`src/rtl/mm_alu_pkg.sv`:
```
package mm_alu_pkg;

    localparam int unsigned CODE_W = 3;

    typedef enum logic [1:0] {
        BSEL_RAW = 2'b00,
        BSEL_IMM = 2'b01,
        BSEL_SHR = 2'b10,
        BSEL_SHL = 2'b11
    } bsel_e;

    typedef enum logic [CODE_W-1:0] {
        DF_ADD  = 3'd0,
        DF_AND  = 3'd1,
        DF_OR   = 3'd2,
        DF_XOR  = 3'd3,
        DF_PASA = 3'd4,
        DF_PASB = 3'd5,
        DF_NIL6 = 3'd6,
        DF_NIL7 = 3'd7
    } dfn_e;

    typedef enum logic [CODE_W-1:0] {
        TS_AZERO = 3'd0,
        TS_BZERO = 3'd1,
        TS_AGT   = 3'd2,
        TS_AEQ   = 3'd3,
        TS_ALT   = 3'd4,
        TS_BLSB  = 3'd5,
        TS_BMSB  = 3'd6,
        TS_SENSE = 3'd7
    } tfn_e;

    typedef struct packed {
        bsel_e             bsel;
        logic              cin;
        logic              inv;
        logic [CODE_W-1:0] code;
    } ctl_t;

    function automatic ctl_t ctl_decode(input logic [6:0] lo);
        ctl_t c;
        c.bsel = bsel_e'(lo[6:5]);
        c.cin  = lo[4];
        c.inv  = lo[3];
        c.code = lo[2:0];
        return c;
    endfunction

endpackage

```
`src/rtl/mm_bpre.sv`:
```
module mm_bpre
    import mm_alu_pkg::*;
#(
    parameter int unsigned W         = 32,
    parameter int unsigned IMM_SHIFT = 7
) (
    input  logic [W-1:0] opb_i,
    input  logic [W-1:0] ctrl_i,
    input  bsel_e        bsel_i,
    input  logic         inv_i,
    output logic [W-1:0] effb_o
);

    logic [W-1:0] sel_d;

    always_comb begin
        unique case (bsel_i)
            BSEL_RAW: sel_d = opb_i;
            BSEL_IMM: sel_d = ctrl_i >> IMM_SHIFT;
            BSEL_SHR: sel_d = opb_i >> 1;
            BSEL_SHL: sel_d = opb_i << 1;
            default:  sel_d = opb_i;
        endcase
    end

    assign effb_o = inv_i ? ~sel_d : sel_d;

endmodule

```
`src/rtl/mm_dfn.sv`:
```
module mm_dfn
    import mm_alu_pkg::*;
#(
    parameter int unsigned W = 32
) (
    input  logic [W-1:0]      a_i,
    input  logic [W-1:0]      b_i,
    input  logic              cin_i,
    input  logic [CODE_W-1:0] code_i,
    output logic [W-1:0]      res_o
);

    logic [W-1:0] and_v;
    logic [W-1:0] or_v;
    logic [W-1:0] xor_v;
    logic [W-1:0] sum_v;

    for (genvar i = 0; i < W; i++) begin : g_bit
        assign and_v[i] = a_i[i] & b_i[i];
        assign or_v[i]  = a_i[i] | b_i[i];
        assign xor_v[i] = a_i[i] ^ b_i[i];
    end

    assign sum_v = a_i + b_i + {{(W-1){1'b0}}, cin_i};

    always_comb begin
        unique case (dfn_e'(code_i))
            DF_ADD:  res_o = sum_v;
            DF_AND:  res_o = and_v;
            DF_OR:   res_o = or_v;
            DF_XOR:  res_o = xor_v;
            DF_PASA: res_o = a_i;
            DF_PASB: res_o = b_i;
            default: res_o = '0;
        endcase
    end

endmodule

```
`src/rtl/mm_tfn.sv`:
```
module mm_tfn
    import mm_alu_pkg::*;
#(
    parameter int unsigned W = 32
) (
    input  logic [W-1:0]      a_i,
    input  logic [W-1:0]      b_i,
    input  logic [CODE_W-1:0] code_i,
    input  logic              sense_i,
    output logic              pred_o
);

    always_comb begin
        unique case (tfn_e'(code_i))
            TS_AZERO: pred_o = (a_i == '0);
            TS_BZERO: pred_o = (b_i == '0);
            TS_AGT:   pred_o = (a_i > b_i);
            TS_AEQ:   pred_o = (a_i == b_i);
            TS_ALT:   pred_o = (a_i < b_i);
            TS_BLSB:  pred_o = b_i[0];
            TS_BMSB:  pred_o = b_i[W-1];
            default:  pred_o = sense_i;
        endcase
    end

endmodule

```
`src/rtl/mm_alu.sv`:
```
module mm_alu
    import mm_alu_pkg::*;
#(
    parameter int unsigned W         = 32,
    parameter int unsigned IMM_SHIFT = 7
) (
    input  logic [W-1:0] ctrl_i,
    input  logic [W-1:0] opa_i,
    input  logic [W-1:0] opb_i,
    output logic [W-1:0] res_o,
    output logic         pred_o
);

    localparam logic SENSE_TIE = 1'b0;

    ctl_t         ctl_d;
    logic [W-1:0] effb_d;

    assign ctl_d = ctl_decode(ctrl_i[6:0]);

    mm_bpre #(.W(W), .IMM_SHIFT(IMM_SHIFT)) u_bpre (
        .opb_i  (opb_i),
        .ctrl_i (ctrl_i),
        .bsel_i (ctl_d.bsel),
        .inv_i  (ctl_d.inv),
        .effb_o (effb_d)
    );

    mm_dfn #(.W(W)) u_dfn (
        .a_i    (opa_i),
        .b_i    (effb_d),
        .cin_i  (ctl_d.cin),
        .code_i (ctl_d.code),
        .res_o  (res_o)
    );

    mm_tfn #(.W(W)) u_tfn (
        .a_i     (opa_i),
        .b_i     (effb_d),
        .code_i  (ctl_d.code),
        .sense_i (SENSE_TIE),
        .pred_o  (pred_o)
    );

endmodule

```
`config.mk`:
```
export PLATFORM = sky130hd
export DESIGN_NAME = mm_alu
export DESIGN_NICKNAME = d
export VERILOG_FILES = /design/src/rtl/mm_alu_pkg.sv /design/src/rtl/mm_bpre.sv /design/src/rtl/mm_dfn.sv /design/src/rtl/mm_tfn.sv /design/src/rtl/mm_alu.sv
export SDC_FILE = /design/constraint.sdc
export NUM_CORES = 1
export LEC_CHECK = 0
export ABC_CLOCK_PERIOD_IN_PS = 6500
export CORE_AREA = 2 2 119 121
export DETAILED_ROUTE_END_ITERATION = 10
export DIE_AREA = 0 0 121 123
export GPL_ROUTABILITY_DRIVEN = 0
export PLACE_DENSITY = 0.68
export REMOVE_ABC_BUFFERS = 1
export SLEW_MARGIN = 20
export SYNTH_ARGS = -nofsm -noshare
export SYNTH_HDL_FRONTEND = slang
export SYNTH_SLANG_ARGS = --single-unit
export TNS_END_PERCENT = 50
```
`constraint.sdc`:
```
create_clock -name vclk -period 6.5
set_input_delay 1.3 -clock vclk [all_inputs]
set_output_delay 1.3 -clock vclk [all_outputs]
set_load 0.005 [all_outputs]
```
==> flow_summary_export.csv <==
group,metric,value,unit
run_status,status,"complete, no violations",
layout,seq_area,0,um2
pwr,p_leak,3.92,nW
worst_setup_path,critPathTopFamily,"compound AO/OA/AOI/OAI gates",
route,vias,6636,
worst_setup_path,cp.required,5200,ps
worst_hold_path,hold_path_class,"input port to output pin",
layout,diodes,0,
layout,area_growth,57.3,%
layout,nFillCells,1197,
yosys,synth_area_leaders,"ha_1 22%, mux4_2 9.8%, xnor2_1 6.1%",
grt,grt_pass1_vias,6582,
yosys,synth.cell_area,5300,um2
pwr,power_density,128,nW/um2
clocking,ctsHoldBuffers,0,
route,met1_length,8720,um
timing,rsz0062_at_grt,"true",
route,met2_length,9290,um
grt,grt_overflow,0,
worst_setup_path,crit_buf_inv,4,
grt,track_usage,0.275,
pwr,combPwrFrac,1.000,
floorplanning,io_pins,129,
timing,fmax,0.154,GHz
timing,slew_headroom,0.474,
yosys,ys_seq_area_frac,0,
yosys,yosys_warnings,0,
route,routed-wl-met3,1810,um
floorplanning,start_util,0.390,
pwr,p_clk_frac,0,
yosys,netlist.top_cell.by_area,"ha_1",
worst_setup_path,worstSetupStartpointType,"input port",
pwr,switchingPower,0.513,mW
place,place_area,7970,um2
floorplanning,die_w,121,um
grt,grt_max_degree,26,
pwr,power.share.switching,0.480,
layout,clock_buffers,0,
floorplanning,die_y,123,um
worst_setup_path,critical_path_class,"input port to output pin",
pwr,p_int,0.555,mW
floorplanning,row_count,43,
route,routed_wl,20600,um
grt,antenna_found_initial,0,
timing,drv_slew,0,
worst_setup_path,critPathSlowestCell,"clkdlybuf4s50_1",
route,first_pass_iters,5,
timing,post-route-min-period,6480,ps
route,viasPerCell,5.71,
timing,hold_viol,0,
yosys,synth_area_per_cell,7.34,um2
layout,final_cell_area,8340,um2
floorplanning,core,13600,um2
place,dp.cells,1160,
timing,setup_viol,0,
place,numPortBuffers,129,
timing,tightest_slew,783,ps
layout,flops_and_latches,0,
route,drt-wirelength-per-cell,17.7,um
yosys,yosys.cell_count.top_type,"ha_1",
layout,final_nets,1176,
route,dr.max_layer_used,"met4",
place,preCtsSetupSlack,-541,ps
job,maxCapViolCount,0,
floorplanning,dieArea,14900,um2
place,dp_hpwl,16700,um
grt,grt_pass1_wl,32900,um
pwr,seqPwrFrac,0,
layout,final-instance-count-excl-fill,1163,
worst_setup_path,path_cells,"clkdlybuf4s50_1 > mux2i_2 > o21ai_2 > xor2_2 > inv_2 > fa_2 > fa_2 > nor2b_2 > o21ai_1 > a21o_1 > a211oi_2 > buf_4 > o21ai_1 > a21oi_2 > o21bai_1 > nand4_1 > or3b_2 > dlygate4sd2_1",
route,first_iter_violations,566,
route,drc,0,
timing,final.period_utilization,0.997,
yosys,synthTopCellsByCount,"93 x ha_1, 80 x inv_1, 61 x o21ai_0, 53 x a21oi_1, 46 x nand2_1",
yosys,synth.distinct_cells,57,
layout,final_core_util,0.613,
yosys,syn_inst,722,
layout,drive_gt1_frac,0.275,
worst_setup_path,cpPeakStageDelay,490,ps
worst_setup_path,cp.arrival,5180,ps
layout,multi_input_comb_area,5140,um2
timing,whs,3540,ps
worst_setup_path,crit_fanout,3,
timing,setup_ws,17.8,ps
pwr,vdd_drop_max,0.0527,mV
yosys,synth_top_area_frac,0.219,
worst_setup_path,endpoint_kind,"output pin",
route,ant_nets,0,
## routing by layer
layer | global-route usage | up-vias
li1 | - | 3160
met2 | 0.456 | 340
met3 | 0.0300 | 64
met5 | 0 | -
met4 | 0.0952 | 0
met1 | 0.370 | 3072
## through the flow
step | total power, mW | setup TNS [ps]
final | 1.07 | 0
after detailed placement | 0.998 | -5320
after CTS | 1.04 | -25.1
after global routing | 1.15 | -320
after global placement | 0.983 | -3400
after floorplan | 0.486 | 0
## power by group through the flow
stage	Sequential [mW]	Combinational, mW	Clock, mW
5_1_grt	0	1.15	0
6_report	0	1.07	0
3_3_place_gp	0	0.983	0
4_1_cts	0	1.04	0
2_1_floorplan	0	0.486	0
3_5_place_dp	0	0.998	0
## cell families after synthesis
kind of cell,Yosys count,synth area share
adders and majority gates,95,0.227
muxes,45,0.153
AOI/OAI and AO/OA,215,0.264
xor gates and xnor gates,54,0.0892
and+or+nand+nor,184,0.172
buffers and inverters,129,0.0949
## path summary, 6_finish.rpt
| path | startpoint | end | slack (ps) | depth (start not counted) |
|---|---|---|---|---|
| worst max-delay path | opb_i[0] | res_o[24] | 20 | 18 |
| worst min-delay path | opa_i[27] | res_o[27] | 3540 | 4 |
## final cells by class
cell class	count	share of cell area
Multi-Input combinational cell	593	0.616
Timing Repair Buffer	310	0.321
Inverter	80	0.0360
Tap cell	180	0.0270
## timing repair
action | in CTS | in global routing
pin swaps | 11 | 9
buffers inserted | 2 | 1
resized for setup | 60 | 27
setup endpoints to repair | 16 | 18
## placed cells by master (no fill, tap or decap), drive strengths merged, types with 16 or more instances in the layout
| cell | n |
|---|---|
| xnor2 | 37 |
| a21oi | 53 |
| ha | 93 |
| o221ai | 21 |
| clkdlybuf4s50 | 110 |
| nand3 | 16 |
| nor2 | 44 |
| buf | 183 |
| nand2 | 46 |
| mux4 | 27 |
| inv | 80 |
| o21ai | 61 |
| a221oi | 21 |
| xor2 | 17 |
Note: power is estimated with default switching activity, not from simulation.
